**src/rtl/hec_pkg.sv**
```systemverilog
package hec_pkg;
  typedef enum logic [1:0] {
    REF_NORM = 2'b00,
    REF_LOW  = 2'b01,
    REF_HIGH = 2'b10
  } sense_ref_t;

  typedef enum logic [1:0] {
    FT_A = 2'd0,
    FT_B = 2'd1,
    FT_C = 2'd2
  } wear_model_t;

  typedef enum logic [2:0] {
    S_IDLE,
    S_SCAN,
    S_REQ,
    S_WAIT,
    S_MARK,
    S_RST,
    S_DONE
  } cls_state_t;
endpackage

```
**src/rtl/hec_rsp_reg.sv**
```systemverilog
module hec_rsp_reg #(
  parameter int W = 512
) (
  input  logic         clk_i,
  input  logic         rst_ni,
  input  logic         in_valid_i,
  input  logic [W-1:0] in_data_i,
  output logic         out_valid_o,
  output logic [W-1:0] out_data_o
);
  always_ff @(posedge clk_i or negedge rst_ni) begin
    if (!rst_ni) begin
      out_valid_o <= 1'b0;
      out_data_o  <= '0;
    end else begin
      out_valid_o <= in_valid_i;
      if (in_valid_i) out_data_o <= in_data_i;
    end
  end
endmodule

```
**src/rtl/hec_first_one.sv**
```systemverilog
module hec_first_one #(
  parameter int W = 512,
  localparam int IW = $clog2(W)
) (
  input  logic [W-1:0]  vec_i,
  output logic          found_o,
  output logic [IW-1:0] idx_o
);
  always_comb begin
    found_o = 1'b0;
    idx_o   = '0;
    for (int i = W - 1; i >= 0; i--) begin
      if (vec_i[i]) begin
        found_o = 1'b1;
        idx_o   = IW'(i);
      end
    end
  end
endmodule

```
**src/rtl/hec_ptr_budget.sv**
```systemverilog
module hec_ptr_budget #(
  parameter int MAX_PTR = 6,
  localparam int CW = $clog2(MAX_PTR + 1)
) (
  input  logic          clk_i,
  input  logic          rst_ni,
  input  logic          load_i,
  input  logic [CW-1:0] load_val_i,
  input  logic          use_i,
  output logic          full_o
);
  logic [CW-1:0] cnt_q;

  always_ff @(posedge clk_i or negedge rst_ni) begin
    if (!rst_ni) begin
      cnt_q <= '0;
    end else if (load_i) begin
      cnt_q <= (load_val_i > CW'(MAX_PTR)) ? CW'(MAX_PTR) : load_val_i;
    end else if (use_i && (cnt_q < CW'(MAX_PTR))) begin
      cnt_q <= cnt_q + 1'b1;
    end
  end

  assign full_o = (cnt_q >= CW'(MAX_PTR));


  cnt_cap_chk: assert property (@(posedge clk_i) disable iff (!rst_ni)
    cnt_q <= CW'(MAX_PTR));


  no_use_full_chk: assert property (@(posedge clk_i) disable iff (!rst_ni)
    (use_i && !load_i) |-> !full_o);
endmodule

```
**src/rtl/hard_err_classifier.sv**
```systemverilog
module hard_err_classifier
  import hec_pkg::*;
#(
  parameter int BLK_W   = 512,
  parameter int MAX_PTR = 6,
  localparam int IW = $clog2(BLK_W),
  localparam int CW = $clog2(MAX_PTR + 1)
) (
  input  logic             clk_i,
  input  logic             rst_ni,
  input  logic [1:0]       fail_type_i,
  input  logic             rd_valid_i,
  input  logic             rd_ce_i,
  input  logic [IW-1:0]    rd_err_idx_i,
  input  logic [BLK_W-1:0] rd_data_i,
  input  logic [BLK_W-1:0] arr_mask_i,
  input  logic [CW-1:0]    ptr_used_i,
  output logic             rsp_valid_o,
  output logic [BLK_W-1:0] rsp_data_o,
  output logic             rr_valid_o,
  input  logic             rr_ready_i,
  output logic [IW-1:0]    rr_idx_o,
  output logic [1:0]       rr_ref_o,
  input  logic             rr_res_valid_i,
  input  logic             rr_res_above_i,
  output logic             mark_valid_o,
  output logic [IW-1:0]    mark_idx_o,
  output logic             rst_pulse_o,
  output logic [IW-1:0]    rst_idx_o,
  output logic             retired_o,
  output logic             done_o,
  output logic             done_hard_o
);
  cls_state_t       state_q;
  wear_model_t      model_q, model_in;
  logic [IW-1:0]    pos_q, cur_q;
  logic             exp1_q, found_q, hard_q, do_rst_q;
  logic [BLK_W-1:0] pend_q;
  logic             scan_hit;
  logic [IW-1:0]    scan_idx;
  logic             start, full;

  assign start    = (state_q == S_IDLE) && rd_valid_i && rd_ce_i;
  assign model_in = (fail_type_i == 2'd3) ? FT_C : wear_model_t'(fail_type_i);

  hec_rsp_reg #(.W(BLK_W)) u_rsp (
    .clk_i       (clk_i),
    .rst_ni      (rst_ni),
    .in_valid_i  (rd_valid_i),
    .in_data_i   (rd_data_i),
    .out_valid_o (rsp_valid_o),
    .out_data_o  (rsp_data_o)
  );

  hec_first_one #(.W(BLK_W)) u_seek (
    .vec_i   (pend_q),
    .found_o (scan_hit),
    .idx_o   (scan_idx)
  );

  hec_ptr_budget #(.MAX_PTR(MAX_PTR)) u_budget (
    .clk_i      (clk_i),
    .rst_ni     (rst_ni),
    .load_i     (start),
    .load_val_i (ptr_used_i),
    .use_i      (mark_valid_o),
    .full_o     (full)
  );

  always_ff @(posedge clk_i or negedge rst_ni) begin
    if (!rst_ni) begin
      state_q  <= S_IDLE;
      model_q  <= FT_A;
      pos_q    <= '0;
      cur_q    <= '0;
      exp1_q   <= 1'b0;
      found_q  <= 1'b0;
      hard_q   <= 1'b0;
      do_rst_q <= 1'b0;
      pend_q   <= '0;
    end else begin
      unique case (state_q)
        S_IDLE: begin
          if (start) begin
            model_q  <= model_in;
            pos_q    <= rd_err_idx_i;
            cur_q    <= rd_err_idx_i;
            exp1_q   <= rd_data_i[rd_err_idx_i];
            found_q  <= 1'b0;
            hard_q   <= 1'b0;
            do_rst_q <= 1'b0;
            pend_q   <= '0;
            if (model_in == FT_B) begin
              pend_q  <= rd_data_i & arr_mask_i;
              state_q <= S_SCAN;
            end else if (!rd_data_i[rd_err_idx_i]) begin
              // flip 0->1 cannot be a retention upset
              hard_q  <= 1'b1;
              state_q <= S_MARK;
            end else if (model_in == FT_A) begin
              state_q <= S_REQ;
            end else begin
              state_q <= S_DONE;
            end
          end
        end
        S_SCAN: begin
          if (scan_hit) begin
            cur_q            <= scan_idx;
            pend_q[scan_idx] <= 1'b0;
            state_q          <= S_REQ;
          end else if (found_q) begin
            hard_q  <= 1'b1;
            state_q <= S_DONE;
          end else if (!exp1_q) begin
            cur_q    <= pos_q;
            hard_q   <= 1'b1;
            do_rst_q <= 1'b0;
            state_q  <= S_MARK;
          end else begin
            state_q <= S_DONE;
          end
        end
        S_REQ: begin
          if (rr_ready_i) state_q <= S_WAIT;
        end
        S_WAIT: begin
          if (rr_res_valid_i) begin
            if (rr_res_above_i) begin
              hard_q   <= 1'b1;
              found_q  <= 1'b1;
              do_rst_q <= (model_q == FT_B);
              state_q  <= S_MARK;
            end else begin
              state_q <= (model_q == FT_B) ? S_SCAN : S_DONE;
            end
          end
        end
        S_MARK: begin
          if (full)          state_q <= do_rst_q ? S_SCAN : S_DONE;
          else if (do_rst_q) state_q <= S_RST;
          else               state_q <= S_DONE;
        end
        S_RST:   state_q <= S_SCAN;
        S_DONE:  state_q <= S_IDLE;
        default: state_q <= S_IDLE;
      endcase
    end
  end

  assign rr_valid_o   = (state_q == S_REQ);
  assign rr_idx_o     = cur_q;
  assign rr_ref_o     = (model_q == FT_B) ? REF_HIGH : REF_LOW;
  assign mark_valid_o = (state_q == S_MARK) && !full;
  assign retired_o    = (state_q == S_MARK) && full;
  assign mark_idx_o   = cur_q;
  assign rst_pulse_o  = (state_q == S_RST);
  assign rst_idx_o    = cur_q;
  assign done_o       = (state_q == S_DONE);
  assign done_hard_o  = done_o && hard_q;


  rsp_due_chk: assert property (@(posedge clk_i) disable iff (!rst_ni)
    rd_valid_i |=> (rsp_valid_o && rsp_data_o == $past(rd_data_i)));


  done_pulse_chk: assert property (@(posedge clk_i) disable iff (!rst_ni)
    done_o |=> !done_o);


  rr_hold_chk: assert property (@(posedge clk_i) disable iff (!rst_ni)
    (rr_valid_o && !rr_ready_i) |=> (rr_valid_o && $stable(rr_idx_o)));


  rst_after_mark_chk: assert property (@(posedge clk_i) disable iff (!rst_ni)
    $rose(rst_pulse_o) |-> ($past(mark_valid_o) && rst_idx_o == $past(mark_idx_o)));


  mark_retire_excl_chk: assert property (@(posedge clk_i) disable iff (!rst_ni)
    !(mark_valid_o && retired_o));


  one_action_chk: assert property (@(posedge clk_i) disable iff (!rst_ni)
    $onehot0({rr_valid_o, mark_valid_o, retired_o, rst_pulse_o, done_o}));
endmodule

```
**config.mk**
```make
export PLATFORM = sky130hd
export DESIGN_NAME = hard_err_classifier
export DESIGN_NICKNAME = d
export VERILOG_FILES = /design/src/rtl/hec_pkg.sv /design/src/rtl/hec_rsp_reg.sv /design/src/rtl/hec_first_one.sv /design/src/rtl/hec_ptr_budget.sv /design/src/rtl/hard_err_classifier.sv
export SDC_FILE = /design/constraint.sdc
export NUM_CORES = 2
export LEC_CHECK = 0
export BUFFER_PORTS_ARGS = -buffer_cell sky130_fd_sc_hd__buf_2
export CAP_MARGIN = 10
export CORE_AREA = 2 2 625 627
export CTS_CLUSTER_DIAMETER = 50
export DETAILED_ROUTE_END_ITERATION = 8
export DIE_AREA = 0 0 627 629
export HOLD_SLACK_MARGIN = 0.06
export PLACE_DENSITY = 0.3
export SYNTH_ARGS = -nofsm -noshare
export SYNTH_HDL_FRONTEND = slang
export SYNTH_HIERARCHICAL = 1
export SYNTH_SLANG_ARGS = --single-unit
```
**constraint.sdc**
```tcl
create_clock -name clk_i -period 5.37 [get_ports clk_i]
set_clock_uncertainty 0.15 [all_clocks]
set_input_delay 0.2685 -clock clk_i [delete_from_list [all_inputs] [get_ports clk_i]]
set_output_delay 0.2685 -clock clk_i [all_outputs]
set_load 0.01 [all_outputs]
```
== Word level (Yosys, flattened, before mapping) ==
Index checks and enable logic that the tools add are counted.

* Register bits after elaboration: 1055
* Input port bits: 1045
* Logic and storage cells: 1137

* $add $sub $neg: 1
* Order comparisons: 6
* Eq/ne operators: 20
* Muxes and demuxes: 1074
* Bitwise operators: 3
* Reduce and logical (&&, ||, !) cells: 21

{| class="wikitable"
|+ Operators with widths
! cell !! number
|-
| $mux W9 || 516
|-
| $mux W512 || 3
|-
| $and A512 B512 Y512 || 2
|-
| $pmux W512 S2 || 1
|-
| $mux W1 || 528
|-
| $not A512 Y512 || 1
|-
| $mux W3 || 14
|-
| $lt A9 B10 Y1 const B || 2
|-
| $pmux W3 S6 || 1
|-
| $pmux W9 S2 || 1
|-
| $ne A2 B2 Y1 const B || 7
|-
| $mux W2 || 5
|-
| $bmux W1 S9 || 1
|-
| $demux W1 S9 || 1
|-
| $eq A3 B3 Y1 const B || 3
|-
| $ge A9 B1 Y1 const B || 1
|-
| $ne A3 B3 Y1 const B || 3
|-
| $reduce_and A4 Y1 || 2
|-
| $logic_and A1 B1 Y1 || 7
|-
| $reduce_and A7 Y1 || 1
|-
| $eq A3 B2 Y1 const B || 2
|-
| $pmux W1 S3 || 2
|-
| $reduce_and A3 Y1 || 2
|-
| $reduce_and A6 Y1 || 1
|-
| 15 further kinds || 18
|}

== Depth between registers and ports, before layout ==
* Depth after elaboration: 520
* Mapped depth: 16
* Depth with buffers taken out: 14

== Hierarchy ==
The synthesis kept the hierarchy.

{| class="wikitable"
|+ Modules (own cells, without submodules)
! module !! times used !! cells an instance !! area each (sq um) !! sequential area each (sq um)
|-
| hard_err_classifier || 1 || 3482 || 29518.3 || 13487.9
|-
| hec_rsp_reg || 1 || 1082 || 19246.0 || 12837.3
|-
| hec_first_one || 1 || 1225 || 6849.1 || 0.0
|-
| hec_ptr_budget || 1 || 18 || 180.2 || 75.1
|}

== Worst setup path after synthesis ==
Ideal clock, no wire load.

* Path kind: register -> register
* Start point: register pend_q[170]
* End point: register pend_q[483]
* Data arrival time: 3.952 ns
* Data required time: 5.087 ns
* Slack: 1.135 ns
* Stages on the path, launching flop included: 14
* Path buffers: 1
* Clock period less this slack: 4.235 ns
* Cells stage by stage: dfrtp_1 nor2b_1 or4_4 or3_1 a2111o_1 or3_1 or4_1 o211ai_1 nand2_1 nor3_1 clkbuf_1 a21oi_1 o21ai_0 o21ai_0

* Cells in the longest elaborated chain, start to end: 179
* Elaborated cells on any way between the ends: 353
* Those cells by class: 2 x order compare; 1 x eq/ne; 346 x mux; 2 x bitwise; 2 x reduce/logical

{| class="wikitable"
|+ RTL lines
! element !! RTL line !! text
|-
| start, declared || hard_err_classifier.sv:38 || <nowiki>logic [BLK_W-1:0] pend_q;</nowiki>
|-
| start signal, assigned || hard_err_classifier.sv:94 || <nowiki>pend_q <= rd_data_i & arr_mask_i;</nowiki>
|-
| $mux W9 * (171 in series) || hec_first_one.sv:13 || <nowiki>if (vec_i[i]) begin</nowiki>
|-
| net scan_idx[0] || hard_err_classifier.sv:40 || <nowiki>logic [IW-1:0] scan_idx;</nowiki>
|-
| $lt A9 B10 Y1 (implied by the code) or $ge A9 B1 Y1 (tied branches) || hard_err_classifier.sv:110 || <nowiki>pend_q[scan_idx] <= 1'b0;</nowiki>
|-
| $logic_and A1 B1 Y1 (implied by the code) || hard_err_classifier.sv:110 ||
|-
| $mux W1 (implied by the code) || hard_err_classifier.sv:110 ||
|-
| $demux W1 S9 * || hard_err_classifier.sv:110 ||
|-
| $not A512 Y512 (no source line) * || n/a ||
|-
| $and A512 B512 Y512 (no source line) * || n/a ||
|-
| $mux W512 * || hard_err_classifier.sv:108 || <nowiki>if (scan_hit) begin</nowiki>
|-
| $pmux W512 S2 * || hard_err_classifier.sv:82 || <nowiki>unique case (state_q)</nowiki>
|}

Mark *: on every way through the listed nets, which the timed path passes. The rest lies on a longest branch. The select of a mux whose other input is x is not followed.
A chain may end at the register's enable or synchronous reset.

== Final worst setup path ==
* Start point: input rd_err_idx_i[4]
* End point: register state_q[2]

* Cells in the longest elaborated chain, start to end: 6

{| class="wikitable"
|+ RTL lines
! element !! RTL line !! text
|-
| start, declared || hard_err_classifier.sv:14 || <nowiki>input logic [IW-1:0] rd_err_idx_i,</nowiki>
|-
| $bmux W1 S9 || hard_err_classifier.sv:96 || <nowiki>end else if (!rd_data_i[rd_err_idx_i]) begin</nowiki>
|-
| $mux W1 (implied by the code) || hard_err_classifier.sv:96 ||
|-
| $mux W3 || hard_err_classifier.sv:96 ||
|-
| $mux W3 || hard_err_classifier.sv:93 || <nowiki>if (model_in == FT_B) begin</nowiki>
|-
| $mux W3 || hard_err_classifier.sv:84 || <nowiki>if (start) begin</nowiki>
|-
| $pmux W3 S6 || hard_err_classifier.sv:82 ||
|-
| end signal, assigned || hard_err_classifier.sv:135 || <nowiki>state_q <= (model_q == FT_B) ? S_SCAN : S_DONE;</nowiki>
|-
| end signal, assigned || hard_err_classifier.sv:140 || <nowiki>if (full) state_q <= do_rst_q ? S_SCAN : S_DONE;</nowiki>
|-
| end, declared || hard_err_classifier.sv:34 || <nowiki>cls_state_t state_q;</nowiki>
|}

Every way passes these cells. The select of a mux whose other input is x is not followed.

==> flow_metrics.env <==
export IMPL_status="completed"
export IMPL_fin_tns_setup_ns=0
export IMPL_pre_cts_slack_ns=-0.481
export IMPL_htree_levels=4
export IMPL_ant_nets=0
export IMPL_die_x_um=627
export IMPL_clockBufferDepth=4
export IMPL_cts_tree="built"
export IMPL_vias_per_cell=4.49
export IMPL_power_per_cell_area_mw_per_mm2=563
export IMPL_vias=66915
export IMPL_max_slew_margin_pct=7.75
export IMPL_period_share_pct=99.5
export IMPL_port_buffers=1592
export IMPL_cp_arrival_ns=6.00
export IMPL_grt_pass1_wl_um=632000
export IMPL_syn_to_final_growth_pct=79.2
export IMPL_worst_pin_slew_ns=1.37
export IMPL_grt_pass1_vias=69036
export IMPL_post_route_min_period_ns=5.35
export IMPL_global_route_overflow_total=0
export IMPL_drive_gt1_share_pct=31.5
export IMPL_maxCapViolCount=0
export IMPL_fmax_ghz=0.187
export IMPL_seq_area_frac_synth_pct=47.3
export IMPL_slowest_stage="nor4_1"
export IMPL_antenna_found_initial=118
export IMPL_pin_count=1593
export IMPL_worstHoldPathType="in -> reg"
export IMPL_die_area_sq_mm=0.394
export IMPL_synth_nets=6853
export IMPL_syn_inst=5807
export IMPL_wirelength_um=482000
export IMPL_synth_seq_cells=1055
export IMPL_cts_sinks=1055
export IMPL_place_gp_congestion=0.932
export IMPL_syn_avg_cell_area_sq_um=9.61
export IMPL_postSynth_asyncResetShare_pct=100
export IMPL_start_kind="input port"
export IMPL_root_buffer="clkbuf_16"
export IMPL_fin_nets=10497
export IMPL_core_sq_mm=0.388
export IMPL_cts_made_buffers=237
export IMPL_finalHoldViolations=0
export IMPL_cp_end_kind="flip-flop"
export IMPL_drt_iter0_markers=4723
export IMPL_path_clk_slew_ns=0.05
export IMPL_fill_cells=41717
export IMPL_start_util_pct=14.4
export IMPL_drcViolationCount=0
export IMPL_required_ns=6.03
export IMPL_p_leak_nw=43.7
export IMPL_fin_hold_ws_ns=0.102
export IMPL_finalSetupViolations=0
export IMPL_wl_per_cell_um=32.3
export IMPL_path_cells="dlygate4sd3_1 > buf_2 > nor2b_1 > nand2_2 > o22ai_1 > nor4_1 > buf_4 > o22ai_1 > nor4_1 > or4_1 > o41ai_2 > dlygate4sd3_1"
export IMPL_syn_cell_area_sq_mm=0.0558
export IMPL_yosysWarnings=6
export IMPL_critPathMaxFanout=24
export IMPL_hpwl_um=371000
export IMPL_cp_slowest_stage_delay_ns=1.18
export IMPL_clock_latency_ns=0.98
export IMPL_yosys_cell_types_count=83
export IMPL_finalWorstSetupSlack_ns=0.0247
export IMPL_synth_edff_count=0
export IMPL_grt_total_usage_pct=23.5
export IMPL_placementRows=229
export IMPL_die_height_um=629
export IMPL_ys_flop_type="dfrtp_1"
export IMPL_grt_max_degree=181
export IMPL_critPathKind="in -> reg"
export IMPL_drt_pass1_iter_count=6
export IMPL_ir_worst_vdd_v=0.000750
export IMPL_drv_slew=0
==> Yosys cell counts (14+ instances only) <==
| cell type | n | area, sq um |
|---|---|---|
| buf_6 | 51 | 574 |
| o21bai_1 | 23 | 173 |
| nand4_1 | 47 | 294 |
| a2111oi_0 | 20 | 175 |
| nor2_1 | 277 | 1040 |
| o31ai_1 | 39 | 293 |
| a31oi_1 | 21 | 131 |
| o22ai_1 | 43 | 269 |
| nand2_1 | 631 | 2370 |
| or3_1 | 16 | 100 |
| dfrtp_1 | 1055 | 26400 |
| buf_4 | 18 | 135 |
| mux2_2 | 522 | 5880 |
| nor3_1 | 107 | 536 |
| nand3_1 | 27 | 135 |
| a21oi_1 | 639 | 3200 |
| inv_1 | 102 | 383 |
| nor4_1 | 161 | 1010 |
| buf_2 | 29 | 145 |
| clkbuf_1 | 274 | 1030 |
| nand2b_1 | 30 | 188 |
| or4_1 | 38 | 285 |
| o21ai_0 | 1112 | 5570 |
| mux2i_1 | 138 | 1380 |
| mux4_2 | 64 | 1440 |
| o21a_1 | 14 | 105 |
| a211oi_1 | 15 | 113 |
| o211ai_1 | 19 | 143 |
| a22oi_1 | 64 | 480 |
| nor2b_1 | 30 | 188 |
==> where the power goes <==
group	internal, mW	switching [mW]	total (mW)
logic	10.2	19.9	30.1
clock network	10.3	5.59	15.8
registers	9.06	1.33	10.4
total	29.5	26.8	56.3
==> cells by family (layout without fill, tap and decap cells) <==
kind of cell,count (synthesis),after routing,synth area share [%]
buffers and inverters,492,4333,4.33
adder cells (fa/ha/maj),1,1,0.0224
flip-flops,1055,1055,47.3
XOR/XNOR,1,1,0.0157
other,0,62,0
multiplexers,724,724,15.6
AND/OR/NAND/NOR,1435,1435,12.2
AO/OA/AOI/OAI,2099,2099,20.6
==> placed cells by master (no fill, tap or decap), types with 37 or more instances in the layout <==
master and instances:
a21oi_1 637, dfrtp_1 1055, mux4_2 64, nand2_1 624, buf_12 113, buf_2 1588
o22ai_1 43, nor3_1 97, nor4_1 150, diode_2 62, a22oi_1 64, buf_4 235
mux2_2 522, or4_1 38, inv_1 102, o21ai_0 1109, nor2_1 265, clkbuf_16 238
o31ai_1 37, nand4_1 47, dlygate4sd3_1 1854, clkinvlp_4 40, mux2i_1 138
==> area by class of cell <==
cell class              instances  area, sq um  share of cell area [%]
diodes                         62          155                   0.155
clock buffers                 295         6490                    6.49
clock inverters               141         1950                    1.95
inverters                     102          383                   0.383
multi-input cells            4260        27500                    27.5
flip-flops and latches       1055        26400                    26.4
well taps                    5197         6500                    6.50
repair buffers               3795        30600                    30.6
==> flip-flops by register name (all words and copies together), names as in the netlist <==
register           flops
mark_idx_o             9
found_q                1
hard_q                 1
exp1_q                 1
state_q                3
pend_q               512
do_rst_q               1
model_q                2
pos_q                  9
u_rsp/out_valid_o      1
u_rsp/out_data_o     512
u_budget/cnt_q         3
==> path summary, 6_finish.rpt <==
kind	start	to	slack, ns	depth (start not counted)
max	rd_err_idx_i[4]	state_q[2]$_DFFE_PN0P_	0.02	12
min	rd_data_i[228]	pend_q[228]$_DFFE_PN0P_	0.10	4
max reg2reg	pend_q[170]$_DFFE_PN0P_	pend_q[499]$_DFFE_PN0P_	0.18	16
min reg2reg	u_rsp/out_data_o[239]$_DFFE_PN0P_	u_rsp/out_data_o[239]$_DFFE_PN0P_	0.35	1
max in group asynchronous	rst_ni	u_rsp/out_data_o[318]$_DFFE_PN0P_	3.43	4
min in group asynchronous	rst_ni	u_rsp/out_data_o[444]$_DFFE_PN0P_	0.58	4
==> metal layers <==
metal	share of wire [%]	global-route usage, %	vias up
met4	5.1	10.7	42
li1	-	-	28907
met1	41	28.9	34474
met3	6.1	4.91	711
met2	48	39.3	2781
met5	0.053	0	-
==> timing repair <==
item / 4_1_cts / 5_1_grt
endpoints found under the setup margin: 303 / 188
hold endpoints to repair: 1452 / 0
hold buffers: 1855 / 0
pin swaps: 1 / 3
gates resized for setup: 15 / 19
buffers inserted: 0 / 4
==> stage by stage <==
stage / power, mW / instance area, sq um / utilization, % / instances
3_5_place_dp: 39.3 / 72600 / 18.7 / 12550
6_report: 56.3 / 100000 / 25.8 / 14907
4_1_cts: 56.8 / 99700 / 25.7 / 14841
3_3_place_gp: 39.3 / 72600 / 18.7 / 12547
2_1_floorplan: 19.5 / 55800 / - / 5807
5_1_grt: 58.3 / 99900 / 25.8 / 14881
==> worst max-delay path: cells and delay by family <==
family | cells | cell delay (ns)
compound gates | 3 | 0.41
buf+inv | 4 | 1.85
simple gates | 5 | 3.37
(Power assumes the default switching activity.)
